--- config.mk ---
export PLATFORM = sky130hd
export DESIGN_NAME = smb_cfg_slave
export DESIGN_NICKNAME = d
export VERILOG_FILES = /design/src/rtl/smb_pkg.sv /design/src/rtl/smb_line_sync.sv /design/src/rtl/smb_reg_bank.sv /design/src/rtl/smb_cfg_slave.sv
export SDC_FILE = /design/constraint.sdc
export NUM_CORES = 1
export LEC_CHECK = 0
export ABC_AREA = 1
export CORE_MARGIN = 3
export CORE_UTILIZATION = 69
export DETAILED_ROUTE_END_ITERATION = 8
export DONT_BUFFER_PORTS = 1
export GPL_TIMING_DRIVEN = 0
export PLACE_DENSITY = 0.85
export SLEW_MARGIN = 10
export SYNTH_ARGS = -nofsm -noshare
export SYNTH_HDL_FRONTEND = slang
export SYNTH_HIERARCHICAL = 1
export SYNTH_SLANG_ARGS = --single-unit
--- constraint.sdc ---
create_clock -name clk -period 4.53 [get_ports clk]
set_clock_uncertainty 0.2 [all_clocks]
set_input_delay 0.453 -clock clk [delete_from_list [all_inputs] [get_ports clk]]
set_output_delay 0.453 -clock clk [all_outputs]
set_load 0.03 [all_outputs]
--- src/rtl/smb_pkg.sv ---
package smb_pkg;

    typedef enum logic [3:0] {
        S_IDLE,
        S_ADDR,
        S_ADDR_ACK,
        S_CMD,
        S_CMD_ACK,
        S_CNT,
        S_CNT_ACK,
        S_WDATA,
        S_WDATA_ACK,
        S_TX,
        S_HOST_ACK,
        S_WAIT
    } smb_state_e;

    localparam int IDX_W  = 7;
    localparam int BYTE_W = 8;

endpackage

--- src/rtl/smb_line_sync.sv ---
module smb_line_sync (
    input  logic clk,
    input  logic rst_n,
    input  logic scl_i,
    input  logic sda_i,
    output logic scl_s,
    output logic sda_s,
    output logic scl_rise,
    output logic scl_fall,
    output logic start_ev,
    output logic stop_ev
);

    logic [2:0] scl_pipe;
    logic [2:0] sda_pipe;
    logic       scl_p;
    logic       sda_p;

    // Two flops for metastability, a third to hold the previous level.
    // The bus is idle high, so reset loads ones.
    always_ff @(posedge clk or negedge rst_n) begin
        if (!rst_n) begin
            scl_pipe <= 3'b111;
            sda_pipe <= 3'b111;
        end else begin
            scl_pipe <= {scl_pipe[1:0], scl_i};
            sda_pipe <= {sda_pipe[1:0], sda_i};
        end
    end

    assign scl_s = scl_pipe[1];
    assign sda_s = sda_pipe[1];
    assign scl_p = scl_pipe[2];
    assign sda_p = sda_pipe[2];

    assign scl_rise = scl_s & ~scl_p;
    assign scl_fall = ~scl_s & scl_p;
    assign start_ev = scl_s & scl_p & sda_p & ~sda_s;
    assign stop_ev  = scl_s & scl_p & ~sda_p & sda_s;

endmodule

--- src/rtl/smb_reg_bank.sv ---
module smb_reg_bank #(
    parameter int                    NUM_REGS = 8,
    parameter logic [NUM_REGS*8-1:0] DEFAULTS = '0
) (
    input  logic                           clk,
    input  logic                           rst_n,
    input  logic                           wr_en,
    input  logic [smb_pkg::IDX_W-1:0]      wr_idx,
    input  logic [7:0]                     wr_data,
    input  logic [smb_pkg::IDX_W-1:0]      rd_idx,
    output logic [7:0]                     rd_data,
    output logic [NUM_REGS*8-1:0]          bank_q
);

    localparam int IW = smb_pkg::IDX_W;

    genvar g;
    generate
        for (g = 0; g < NUM_REGS; g++) begin : g_reg
            always_ff @(posedge clk or negedge rst_n) begin
                if (!rst_n) begin
                    bank_q[g*8 +: 8] <= DEFAULTS[g*8 +: 8];
                end else if (wr_en && (wr_idx == IW'(g))) begin
                    bank_q[g*8 +: 8] <= wr_data;
                end
            end
        end
    endgenerate

    // Indices with no register behind them read as all ones.
    always_comb begin
        rd_data = 8'hFF;
        for (int i = 0; i < NUM_REGS; i++) begin
            if (rd_idx == IW'(i)) begin
                rd_data = bank_q[i*8 +: 8];
            end
        end
    end

    // a write past the last register leaves the bank untouched
    p_oob_write_ignored_r8: assert property (@(posedge clk) disable iff (!rst_n)
        (wr_en && (wr_idx >= IW'(NUM_REGS))) |=> $stable(bank_q));

endmodule

--- src/rtl/smb_cfg_slave.sv ---
module smb_cfg_slave #(
    parameter int                    NUM_REGS = 8,
    parameter logic [7:0]            DEV_ADDR = 8'hDC,
    parameter logic [NUM_REGS*8-1:0] DEFAULTS = 64'h0F1E_2D3C_4B5A_6978
) (
    input  logic                  clk,
    input  logic                  rst_n,
    input  logic                  scl_i,
    input  logic                  sda_i,
    output logic                  sda_oe,
    output logic [NUM_REGS*8-1:0] reg_bank
);

    import smb_pkg::*;

    localparam int         IW      = IDX_W;
    localparam logic [7:0] N_REGS8 = 8'(NUM_REGS);
    localparam logic [7:0] RD_ADDR = DEV_ADDR | 8'h01;

    logic scl_s, sda_s, scl_rise, scl_fall, start_ev, stop_ev;

    smb_line_sync u_sync (
        .clk      (clk),
        .rst_n    (rst_n),
        .scl_i    (scl_i),
        .sda_i    (sda_i),
        .scl_s    (scl_s),
        .sda_s    (sda_s),
        .scl_rise (scl_rise),
        .scl_fall (scl_fall),
        .start_ev (start_ev),
        .stop_ev  (stop_ev)
    );

    smb_state_e     state, nstate;
    logic [3:0]     bit_cnt;
    logic [7:0]     sh;
    logic [7:0]     tx_sr;
    logic           ack_q;
    logic           drv;
    logic           hnack;
    logic           rw_q;
    logic           mode_blk;
    logic           byte_done;
    logic [IW-1:0]  ptr;
    logic [7:0]     cnt_left;
    logic           wr_en;
    logic [IW-1:0]  wr_idx;
    logic [7:0]     wr_data;
    logic [7:0]     rd_data;

    smb_reg_bank #(
        .NUM_REGS (NUM_REGS),
        .DEFAULTS (DEFAULTS)
    ) u_bank (
        .clk     (clk),
        .rst_n   (rst_n),
        .wr_en   (wr_en),
        .wr_idx  (wr_idx),
        .wr_data (wr_data),
        .rd_idx  (ptr),
        .rd_data (rd_data),
        .bank_q  (reg_bank)
    );

    logic       rx_state, ack_state, byte_end, ack_exit, accept;
    logic [7:0] in_byte;

    assign rx_state  = (state == S_ADDR) || (state == S_CMD) ||
                       (state == S_CNT)  || (state == S_WDATA);
    assign ack_state = (state == S_ADDR_ACK) || (state == S_CMD_ACK) ||
                       (state == S_CNT_ACK)  || (state == S_WDATA_ACK);
    assign in_byte   = {sh[6:0], sda_s};
    assign byte_end  = rx_state && scl_rise && (bit_cnt == 4'd7);
    assign ack_exit  = scl_fall && drv;
    assign accept    = mode_blk ? (cnt_left != 8'd0) : !byte_done;

    // ---------------- state register ----------------
    always_ff @(posedge clk or negedge rst_n) begin
        if (!rst_n) state <= S_IDLE;
        else        state <= nstate;
    end

    // ---------------- transitions ----------------
    always_comb begin
        nstate = state;
        if (stop_ev) begin
            nstate = S_IDLE;
        end else if (start_ev) begin
            nstate = S_ADDR;
        end else begin
            unique case (state)
                S_IDLE, S_WAIT: nstate = state;
                S_ADDR:  if (byte_end) nstate = S_ADDR_ACK;
                S_CMD:   if (byte_end) nstate = S_CMD_ACK;
                S_CNT:   if (byte_end) nstate = S_CNT_ACK;
                S_WDATA: if (byte_end) nstate = S_WDATA_ACK;
                S_ADDR_ACK:
                    if (ack_exit) nstate = !ack_q ? S_WAIT : (rw_q ? S_TX : S_CMD);
                S_CMD_ACK:
                    if (ack_exit) nstate = mode_blk ? S_CNT : S_WDATA;
                S_CNT_ACK:
                    if (ack_exit) nstate = S_WDATA;
                S_WDATA_ACK:
                    if (ack_exit) nstate = ack_q ? S_WDATA : S_WAIT;
                S_TX:
                    if (scl_fall && (bit_cnt == 4'd8)) nstate = S_HOST_ACK;
                S_HOST_ACK:
                    if (ack_exit) nstate = hnack ? S_WAIT : S_TX;
                default: nstate = S_IDLE;
            endcase
        end
    end

    // ---------------- datapath registers ----------------
    always_ff @(posedge clk or negedge rst_n) begin
        if (!rst_n) begin
            bit_cnt   <= '0;
            sh        <= '0;
            tx_sr     <= 8'hFF;
            ack_q     <= 1'b0;
            drv       <= 1'b0;
            hnack     <= 1'b0;
            rw_q      <= 1'b0;
            mode_blk  <= 1'b0;
            byte_done <= 1'b0;
            ptr       <= '0;
            cnt_left  <= '0;
            wr_en     <= 1'b0;
            wr_idx    <= '0;
            wr_data   <= '0;
        end else begin
            wr_en <= 1'b0;
            if (start_ev || stop_ev) begin
                bit_cnt <= '0;
                drv     <= 1'b0;
            end else begin
                if (rx_state && scl_rise) begin
                    sh      <= in_byte;
                    bit_cnt <= (bit_cnt == 4'd7) ? 4'd0 : bit_cnt + 4'd1;
                end
                if (byte_end) begin
                    if (state == S_ADDR) begin
                        ack_q <= (in_byte == DEV_ADDR) || (in_byte == RD_ADDR);
                        rw_q  <= in_byte[0];
                    end else if (state == S_CMD) begin
                        ack_q     <= 1'b1;
                        mode_blk  <= !in_byte[7];
                        ptr       <= in_byte[7] ? in_byte[6:0] : '0;
                        byte_done <= 1'b0;
                        cnt_left  <= '0;
                    end else if (state == S_CNT) begin
                        ack_q    <= 1'b1;
                        cnt_left <= (in_byte > N_REGS8) ? N_REGS8 : in_byte;
                    end else begin
                        ack_q <= accept;
                        if (accept) begin
                            wr_en     <= 1'b1;
                            wr_idx    <= ptr;
                            wr_data   <= in_byte;
                            ptr       <= ptr + 1'b1;
                            byte_done <= 1'b1;
                            if (mode_blk) cnt_left <= cnt_left - 8'd1;
                        end
                    end
                end
                if (ack_state && scl_fall) begin
                    drv <= !drv;
                    if (drv && (state == S_ADDR_ACK) && ack_q && rw_q) begin
                        bit_cnt <= '0;
                        if (mode_blk) begin
                            tx_sr <= N_REGS8;
                            ptr   <= '0;
                        end else begin
                            tx_sr <= rd_data;
                            ptr   <= ptr + 1'b1;
                        end
                    end
                end
                if (state == S_TX) begin
                    if (scl_rise) bit_cnt <= bit_cnt + 4'd1;
                    if (scl_fall) begin
                        if (bit_cnt == 4'd8) bit_cnt <= '0;
                        else                 tx_sr   <= {tx_sr[6:0], 1'b1};
                    end
                end
                if (state == S_HOST_ACK) begin
                    if (scl_rise) begin
                        hnack <= sda_s;
                        drv   <= 1'b1;
                    end
                    if (ack_exit) begin
                        drv <= 1'b0;
                        if (!hnack) begin
                            tx_sr <= rd_data;
                            ptr   <= ptr + 1'b1;
                        end
                    end
                end
            end
        end
    end

    // ---------------- outputs ----------------
    always_comb begin
        unique case (state)
            S_ADDR_ACK, S_CMD_ACK, S_CNT_ACK, S_WDATA_ACK: sda_oe = ack_q && drv;
            S_TX:                                          sda_oe = !tx_sr[7];
            default:                                       sda_oe = 1'b0;
        endcase
    end

    // ---------------- assertions ----------------
    // the line is only taken low while the serial clock is low
    p_drive_scl_low_r2: assert property (@(posedge clk) disable iff (!rst_n)
        $rose(sda_oe) |-> !scl_s);

    // a stop always lands in idle
    p_stop_idle_r10: assert property (@(posedge clk) disable iff (!rst_n)
        stop_ev |=> (state == S_IDLE));

    // a start always restarts address reception at bit zero
    p_start_addr_r10: assert property (@(posedge clk) disable iff (!rst_n)
        start_ev |=> ((state == S_ADDR) && (bit_cnt == 4'd0)));

    // the remaining block count never exceeds the bank size
    p_count_clamp_r5: assert property (@(posedge clk) disable iff (!rst_n)
        cnt_left <= N_REGS8);

    // a second indexed data byte never reaches the bank
    p_single_write_r3: assert property (@(posedge clk) disable iff (!rst_n)
        (byte_end && (state == S_WDATA) && !mode_blk && byte_done) |=> !wr_en);

    // an unmatched address never pulls the line
    p_nomatch_quiet_r1: assert property (@(posedge clk) disable iff (!rst_n)
        ((state == S_ADDR_ACK) && !ack_q) |-> !sda_oe);

endmodule

# Word level (Yosys, flattened, before mapping)

Index checks and enable logic that the tools add are counted.

Input port bits: 4
Register bits: 130
Output and inout port bits: 65
Logic and storage cells: 212

Add/sub/neg operators: 3
Reductions and logical operators: 47
Multiplexer cells: 80
Order comparisons: 1
Equality and inequality tests: 41
Bitwise logic cells: 15

Operators with widths:

| cell                | count |
|---|---|
| $mux 8              | 22 |
| $mux 4              | 24 |
| $mux 7              | 12 |
| $eq 7x3->1 const B  | 8 |
| $pmux 4 s11         | 1 |
| $ne 4x4->1 const B  | 10 |
| $eq 7x2->1 const B  | 4 |
| $eq 4x3->1 const B  | 5 |
| $eq 4x4->1 const B  | 5 |
| $mux 1              | 18 |
| $logic_and 1x1->1   | 17 |
| $eq 8x8->1 const B  | 2 |
| $eq 7x1->1 const B  | 2 |
| $logic_not 7->1     | 2 |
| $reduce_and 11->1   | 1 |
| $reduce_and 5->1    | 2 |
| $eq 4x2->1 const B  | 2 |
| $gt 8x4->1 const B  | 1 |
| $logic_or 1x1->1    | 8 |
| $not 1->1           | 8 |
| $reduce_bool 8->1   | 1 |
| $sub 8x1->8 const B | 1 |
| $add 7x1->7 const B | 1 |
| $and 1x1->1         | 7 |
| other kinds (16)    | 23 |

# Depth between registers and ports, before layout

Gate-level depths: netlist (run 1).

Depth after elaboration: 18
Gate-level depth with buffers: 17
Mapped depth without buffers: 17

# Modules after synthesis

Netlist (run 1), hierarchy kept.

Modules (own cells, without submodules):

| module        | seq. area each (µm²) | times used | area each (µm²) | cells each |
|---|---|---|---|---|
| smb_cfg_slave | 1511.4               | 1          | 3907.5          | 521 |
| smb_reg_bank  | 1641.6               | 1          | 3334.4          | 391 |
| smb_line_sync | 157.7                | 1          | 198.9           | 17 |

# Worst setup path after synthesis (run 1)

OpenSTA, ideal clock, no wires.

Kind: register -> output
From: register state[2]
To: output sda_oe
Path buffers: 0
Slack: 2345 ps
Stages on the path, launching flop included: 6
Data required time: 3877 ps
Arrival time: 1532 ps
Cells stage by stage: dfrtp_1 > inv_2 > nand2_2 > nor2_4 > inv_2 > o21ai_0

Word-level cells in the longest chain between the ends: 3
Elaborated cells between the ends (all ways): 7
Those cells by class: eq/ne (5); mux (1); reduce/logical (1)

Ends and longest elaborated chain:

| what                               | line                 | text |
|---|---|---|
| start, declared                    | smb_cfg_slave.sv:35  | `smb_state_e state, nstate;` |
| start signal, assigned             | smb_cfg_slave.sv:81  | `else state <= nstate;` |
| $eq 4x3->1 (tied with other cells) | smb_cfg_slave.sv:206 | `unique case (state)` |
| $reduce_or 4->1                    | smb_cfg_slave.sv:206 |  |
| $pmux 1 s2 *                       | smb_cfg_slave.sv:206 |  |
| end, declared                      | smb_cfg_slave.sv:10  | `output logic sda_oe,` |

Every way passes the cells marked *; elsewhere a longest branch is shown, timed or not.

# Worst setup path after layout (run 1)

Same ends and word-level chain as after synthesis.

==> summary.txt, run 1 <==
Yosys
  – Fraction of registers with async set/reset: 100%
  – Synth Cell Area: 7440 um2
  – Count leader, synth: nand2_1
  – Dominant synthesized flop cell: dfrtp_1
  – Synth top cells by count: 273 x nand2_1, 89 x inv_1, 84 x dfrtp_1
  – Syn Area/Cell: 8.01 um2
  – Yosys warns: 6
  – Largest cells by area after synthesis: dfrtp_1 28%, dfstp_2 16%, nand2_1 14%, inv_1 4.5%, o21ai_1 4.0%
  – Netlist cell types: 49
  – Synth Register Bits: 130
  – Cell accounting for the most synthesized area: dfrtp_1
  – Post-synth EDFFs: 0
  – Top cell type's share of synthesized area: 28.2%
  – Sequential share of the synthesized area: 44.5%
  – Syn_nets: 938
  – Syn Inst Count: 929

Power
  – Switching Share: 33.1%
  – Clk pwr share: 36.4%
  – Peak supply drop: 0.000312 V
  – Sequential cell fraction of total power: 40.5%
  – Total power: 3.49 mW
  – Psw: 1.15 mW
  – P_int: 2.34 mW
  – LEAKAGE: 3.60 nW
  – Pwr/cell area: 425 nW/um2
  – Combinational share of power: 23.1%

Cells and area
  – Multi-input combinational cell area: 3550 um2
  – Synth-to-layout area growth: 10.2%
  – FF/Latch Area: 3310 um2
  – Share of cells above drive strength 1: 20.0%
  – Final Non-Filler Cells: 1,099
  – NumNets Final: 961
  – N_diodes: 0
  – Fill cell count: 697

STA
  – # setup viols final: 0
  – Peak Freq: 348 MHz
  – Max_slew headroom: 36.8%
  – Final hold vios: 0
  – Tmin final: 2.88 ns
  – Max Slew Vio Count: 0
  – RSZ-0062 raised after global routing: false
  – Final Cycle Share: 63.5%
  – Sum of negative setup slack: 0 ns
  – Worst slew pin tran: 0.939 ns

Route
  – DR vias: 6,825
  – Final wirelength: 20.5 mm
  – Wirelength per Cell: 18.7 um
  – First-pass DRT Iterations: 6
  – Vias/cell: 6.21
  – Remaining DRCs: 0
  – Antenna Nets Post-Route: 0
  – DR iter-0 viols: 901

Critical path
  – CP Data Arrival Time: 2.22 ns
  – Reg2reg end: tx_sr[6]
  – RR Startpoint: ptr[2]
  – CP Capture Point: sda_oe
  – Cells on worst reg2reg path: 14
  – CP Max Fanout: 5
  – Data required, critical path: 3.88 ns
  – R2r setup slk: 1.84 ns
  – Crit Path Class: reg2out
  – Critical path origin: state[2]
  – CP endpoint kind: output pin
  – Critical Path Start Type: register

Global route
  – Total Routing Usage GR: 35.8%
  – Initial antenna violation count: 0
  – Largest net degree at the start of global routing: 131
  – First-pass GRT wire length: 32.9 mm
  – Vias in the first global route: 6,622
  – GR Overflow Total: 0

Placed design
  – Placed Cells: 1,065
  – IO Port Bufs: 0
  – Detailed Place HPWL: 13.8 mm
  – GP Congestion: 0.983

Floorplanning
  – CORE AREA: 10,400 um2
  – FP Rows: 37
  – DIE WIDTH: 110 um
  – # IOs: 69
  – Die area: 12,100 um2
  – Initial cell density of the core: 71.4%
  – Die Y: 110 um

Clock tree
  – Root Buffer: clkbuf_8
  – Sink Count: 130
  – TritonCTS buffer count: 17
  – Clk slew on worst S/H paths: 0.06 ns
  – Clk_lat worst skew: 0.54 ns
  – TritonCTS clock tree: yes
  – Max clock buf depth: 2
  – Htree depth: 4

Hold path
  – Hold WC Path Type: reg2reg
  – Hold path depth: 0

Flow run
  – Total of max-cap violations: 0

Outcome
  – Outcome: complete, no violations
critical path, cell delays in order (launching register included):
cell and delay (ns):
dfrtp_1 0.42, inv_2 0.16, nand2_2 0.11, nor2_4 0.19, inv_2 0.07, o21ai_0 0.74
kinds of logic after synthesis:
| logic type | synth area share, % |
|---|---|
| adders and majority gates | 0.841 |
| AOI/OAI and AO/OA | 14.2 |
| DFF | 44.5 |
| buffers and inverters | 7.82 |
| and+or+nand+nor | 31.7 |
| xor gates and xnor gates | 0.942 |
repair_timing:
| action | in CTS | in global routing |
|---|---|---|
| resized for setup | 0 | 0 |
| buffers inserted | 0 | 0 |
| hold buffers | 4 | 0 |
| endpoints found under the hold margin | 132 | 0 |
registers in the layout, indices dropped and copies added, names as in the netlist:
signal and flops:
ptr 7, tx_sr 8, u_bank/bank_q 64, bit_cnt 4
u_sync/sda_pipe 3, byte_done 1, ack_q 1, mode_blk 1
rw_q 1, wr_data 8, u_sync/scl_pipe 3, wr_idx 7
cnt_left 8, wr_en 1, state 4, sh 7
drv 1, hnack 1
worst min-delay path by stage:
stage	start	to	slack, ns
floorplan	rst_n	ack_q	-0.04
finish	u_sync/scl_pipe[0]	u_sync/scl_pipe[1]	0.16
CTS	u_sync/scl_pipe[0]	u_sync/scl_pipe[1]	0.16
global placement	rst_n	u_bank/bank_q[1]	-0.04
detailed placement	rst_n	u_bank/bank_q[2]	-0.04
global route	u_sync/scl_pipe[0]	u_sync/scl_pipe[1]	0.17
power groups by stage:
stage | Clock, mW | Sequential, mW | Combinational [mW]
3_3_place_gp | 0 | 1.42 | 0.732
6_report | 1.27 | 1.41 | 0.806
4_1_cts | 1.27 | 1.41 | 0.797
2_1_floorplan | 0 | 1.39 | 0.625
3_5_place_dp | 0 | 1.43 | 0.760
5_1_grt | 1.34 | 1.43 | 0.900
placed cells by master, fill, tap and decap left out, types with 3 or more instances in the layout:
cell,count
a21oi_1,32
a22oi_1,3
buf_2,4
buf_6,12
clkbuf_1,10
clkbuf_16,16
clkinv_2,3
dfrtp_1,84
dfstp_2,46
dlygate4sd3_1,3
ha_1,5
inv_1,89
inv_2,14
nand2_1,273
nand2_2,17
nand3_1,56
nand3_4,4
nand3b_1,11
nand4_1,12
nor2_1,56
nor2_2,10
nor2_4,13
nor3_1,3
nor3_4,5
o21ai_0,39
o21ai_1,59
o21ai_2,28
o21bai_1,5
o22ai_1,5
or2_0,5
xor2_1,6
per-layer routing:
layer	global-route usage, %	wire (um)	up-vias
met2	59.3	9930	400
met4	21.5	1190	0
met1	40.7	7530	3230
met3	10.5	1880	110
met5	0	0	-
li1	-	-	3085
stage by stage:
| stage | area, um2 | setup slack (ns) | util, % | hold slack, ns |
|---|---|---|---|---|
| floorplan | 7440 | 2.35 | - | -0.0426 |
| global placement | 7610 | 2.15 | 73.1 | -0.0391 |
| detailed placement | 7610 | 2.04 | 73.1 | -0.0389 |
| CTS | 8200 | 1.62 | 78.7 | 0.161 |
| global route | 8200 | 1.54 | 78.7 | 0.166 |
| finish | 8200 | 1.65 | 78.7 | 0.159 |
cell type report:
class / instances / share of cell area (%)
plain buffers: 22 / 2.26
inverters: 105 / 4.84
repair buffers: 4 / 0.702
multi-input cells: 672 / 43.3
clock inverters: 6 / 1.01
clock buffers: 24 / 5.49
flip-flops and latches: 130 / 40.4
well taps: 136 / 2.07
Note: power is estimated with default switching activity, not from simulation.
==> inputs of run 2 (changes only) <==
--- a/config.mk
+++ b/config.mk
@@ -5,13 +5,13 @@
 export SDC_FILE = /design/constraint.sdc
 export NUM_CORES = 1
 export LEC_CHECK = 0
-export ABC_AREA = 1
+export ABC_AREA = 0
 export CORE_MARGIN = 3
-export CORE_UTILIZATION = 69
+export CORE_UTILIZATION = 58
 export DETAILED_ROUTE_END_ITERATION = 8
 export DONT_BUFFER_PORTS = 1
 export GPL_TIMING_DRIVEN = 0
-export PLACE_DENSITY = 0.85
+export PLACE_DENSITY = 0.76
 export SLEW_MARGIN = 10
 export SYNTH_ARGS = -nofsm -noshare
 export SYNTH_HDL_FRONTEND = slang
==> constraint.sdc (replaced) <==
create_clock -name clk -period 2.6 [get_ports clk]
set_clock_uncertainty 0.2 [all_clocks]
set_input_delay 0.26 -clock clk [delete_from_list [all_inputs] [get_ports clk]]
set_output_delay 0.26 -clock clk [all_outputs]
set_load 0.03 [all_outputs]
==> run 2 against run 1 <==
Compared with the run above: the flow now finishes with violations (hold timing); global-route usage shrank 8.8 points; via count shrank 27%; design area shrank 4.8%; clock-buffer cell count shrank 5; clock power grew 75%; hold slack lost 0.82 ns; cell count shrank 32%; synthesized cell count shrank 39%; wire length shrank 18%.
==> summary.txt, run 2 <==
Yosys
  – Synth top cells by count: 84 x dfrtp_1, 70 x mux2_2, 46 x dfstp_2
  – Largest cells by area after synthesis: dfrtp_1 31%, dfstp_2 18%, mux2_2 11%, mux4_2 5.2%, mux2_4 3.7%
  – Synth Register Bits: 130 (unchanged)
  – Top cell type's share of synthesized area: 30.6% (+2.3 points)
  – Syn Area/Cell: 12.2 um2 (+52%)
  – Netlist cell types: 75 (+53%)
  – Fraction of registers with async set/reset: 100% (unchanged)
  – Syn_nets: 575 (-39%)
  – Post-synth EDFFs: 0 (unchanged)
  – Count leader, synth: dfrtp_1
  – Sequential share of the synthesized area: 48.1% (+3.6 points)
  – Dominant synthesized flop cell: dfrtp_1
  – Cell accounting for the most synthesized area: dfrtp_1
  – Yosys warns: 6 (unchanged)
  – Synth Cell Area: 6880 um2 (-7.6%)
  – Syn Inst Count: 566 (-39%)

Critical path
  – Slowest cell on the critical path: nor4b_1
  – CP Data Arrival Time: 2.59 ns (+0.37 ns)
  – CP endpoint kind: register
  – CP Max Fanout: 8 (+3)
  – Max incr delay on CP: 0.61 ns (-0.13 ns)
  – R2r setup slk: 0.12 ns (-1.72 ns)
  – Critical Path Start Type: register
  – Worst path cell trace: nor4b_1 -> and4_1 -> clkbuf_1 -> mux2_2
  – Crit Path Class: reg2reg
  – Data required, critical path: 2.70 ns (-1.18 ns)

Placed design
  – Detailed Place HPWL: 11.7 mm (-15%)
  – IO Port Bufs: 0 (unchanged)
  – GP Congestion: 0.879 (-11%)

Floorplanning
  – Die Y: 115 um (+4.6%)
  – Die area: 13,200 um2 (+9.4%)
  – FP Rows: 39 (+5.4%)
  – CORE AREA: 11,500 um2 (+11%)
  – DIE WIDTH: 115 um (+4.6%)
  – Initial cell density of the core: 59.7% (-12 points)
  – # IOs: 69 (unchanged)

Route
  – DR vias: 4,951 (-27%)
  – Vias/cell: 6.63 (+6.7%)
  – DR iter-0 viols: 419 (-53%)
  – Final wirelength: 16.9 mm (-18%)
  – Antenna Nets Post-Route: 0 (unchanged)
  – Wirelength per Cell: 22.6 um (+21%)
  – First-pass DRT Iterations: 6 (unchanged)
  – Remaining DRCs: 0 (unchanged)

Global route
  – Gr busiest metal: met2
  – Met3 Use GR: 7.63% (-2.8 points)
  – Grt met2 use: 41.7% (-18 points)
  – Vias in the first global route: 4,990 (-25%)
  – M1 GR Usage: 37.1% (-3.5 points)
  – First-pass GRT wire length: 27.6 mm (-16%)
  – Total Routing Usage GR: 27.0% (-8.8 points)
  – Largest net degree at the start of global routing: 131 (unchanged)
  – GR Overflow Total: 0 (unchanged)
  – Initial antenna violation count: 0 (unchanged)

Cells and area
  – FF/Latch Area: 3310 um2 (about the same)
  – Max FFs per register: 64 (unchanged)
  – Largest Register: u_bank/bank_q
  – Final core occ: 67.8% (-11 points)
  – Synth-to-layout area growth: 13.5%
  – NumNets Final: 600 (-38%)
  – Multi-input combinational cell area: 3460 um2 (-2.6%)
  – Share of cells above drive strength 1: 39.1% (+19 points)
  – Most frequent cells in the layout: 82 x dfrtp_1, 70 x mux2_2, 46 x dfstp_2, 33 x nor2_1, 32 x o21ai_0
  – Most common cell after layout, fill and taps aside: dfrtp_1
  – N_diodes: 0 (unchanged)
  – Fill cell count: 792 (+14%)

Clock tree
  – Clk slew on worst S/H paths: 0.06 ns (about the same)
  – TritonCTS clock tree: yes
  – Clk_lat worst skew: 0.42 ns (-0.12 ns)
  – TritonCTS buffer count: 17 (unchanged)
  – Root Buffer: clkbuf_16
  – Sink Count: 130 (unchanged)
  – Htree depth: 4 (unchanged)
  – Count of hold-fix buffers inserted at cts: 2 (-2)
  – Max clock buf depth: 2 (unchanged)

STA
  – Final Cycle Share: 95.5%
  – Peak Freq: 403 MHz
  – RSZ-0062 raised after global routing: false
  – Hold slack: -0.662 ns (-0.821 ns)
  – Final hold vios: 130 (+130)
  – # setup viols final: 0 (unchanged)
  – Max_slew headroom: 53.3% (+17 points)
  – Worst slew pin tran: 0.697 ns (-0.241 ns)
  – Max Slew Vio Count: 0 (unchanged)
  – Tmin final: 2.48 ns

Power
  – Total power: 4.95 mW (+42%)
  – Peak supply drop: 0.000462 V (+48%)
  – LEAKAGE: 3.30 nW (-8.4%)
  – Pwr/cell area: 633 nW/um2 (+49%)

Hold path
  – Hold WC Path Type: in2async

Flow run
  – Total of max-cap violations: 0 (unchanged)

Outcome
  – Outcome: complete, but fails checks
  – Failing checks: hold timing
[run 2: cell type report]
class / count / share of cell area [%]
Clock inverter: 13 / 1.41
Tap cell: 143 / 2.29
Inverter: 10 / 0.481
Buffer: 30 / 2.63
Timing Repair Buffer: 8 / 0.833
Multi-Input combinational cell: 394 / 44.3
Clock buffer: 19 / 5.67
Sequential cell: 130 / 42.4
[run 2: logic make-up (layout without fill, tap and decap cells)]
group,count (synthesis),in the layout,synth area share [%]
fa+ha+maj,5,5,0.909
flops,130,130,48.1
mux,105,105,20.7
simple gates,150,150,13.6
xor+xnor,10,10,1.27
compound gates,124,124,12.3
buf+inv,42,80,3.11
[run 2: routing by layer]
layer	share of wire [%]	up-vias
met5	0	-
met4	1.4	0
met3	7.8	23
met2	48	189
met1	42	2534
li1	-	2205
[run 2: what timing repair did]
item | 4_1_cts | 5_1_grt
setup buffers | 3 | 3
gates resized for setup | 25 | 21
gates cloned | 0 | 0
hold endpoints to repair | 132 | 130
endpoints found under the setup margin | 53 | 34
pin swaps | 4 | 2
[run 2: report_power, final]
part           leakage, nW  total (mW)  internal [mW]  switching [mW]
Clock                0.261        2.22           1.33           0.887
Sequential            1.63        2.31           2.16           0.149
Combinational         1.41       0.418          0.202           0.216
[run 2: critical path: cells and delay by family (launching register included)]
| family | cells | cell delay (ns) |
|---|---|---|
| buffers and inverters | 1 | 0.47 |
| DFF | 1 | 0.40 |
| muxes | 1 | 0.40 |
| and+or+nand+nor | 2 | 0.89 |
[run 2: through the flow]
step / hold WS (ns) / setup TNS, ns / worst slack, ns / cell area, um2 / cells
after floorplan: -0.236 / 0 / 0.0659 / 6880 / 566
after global placement: -0.229 / -12.77 / -0.523 / 7060 / 709
after detailed placement: -0.228 / -13.29 / -0.582 / 7060 / 709
after CTS: -0.677 / -0.0225 / -0.0156 / 7750 / 746
after global routing: -0.673 / 0 / 0.00580 / 7810 / 747
final: -0.662 / 0 / 0.116 / 7810 / 747
[run 2: path summary, 6_finish.rpt]
check                                   startpoint                 end  cells after the start
worst max-delay path                     wr_idx[5]   u_bank/bank_q[10]                      4
worst min-delay path                         rst_n   u_bank/bank_q[46]                      0
worst max register to register           wr_idx[5]   u_bank/bank_q[10]                      4
worst min register to register  u_sync/sda_pipe[0]  u_sync/sda_pipe[1]                      0
max in group asynchronous                    rst_n  u_sync/sda_pipe[1]                      0
min in group clk                u_sync/sda_pipe[0]  u_sync/sda_pipe[1]                      0
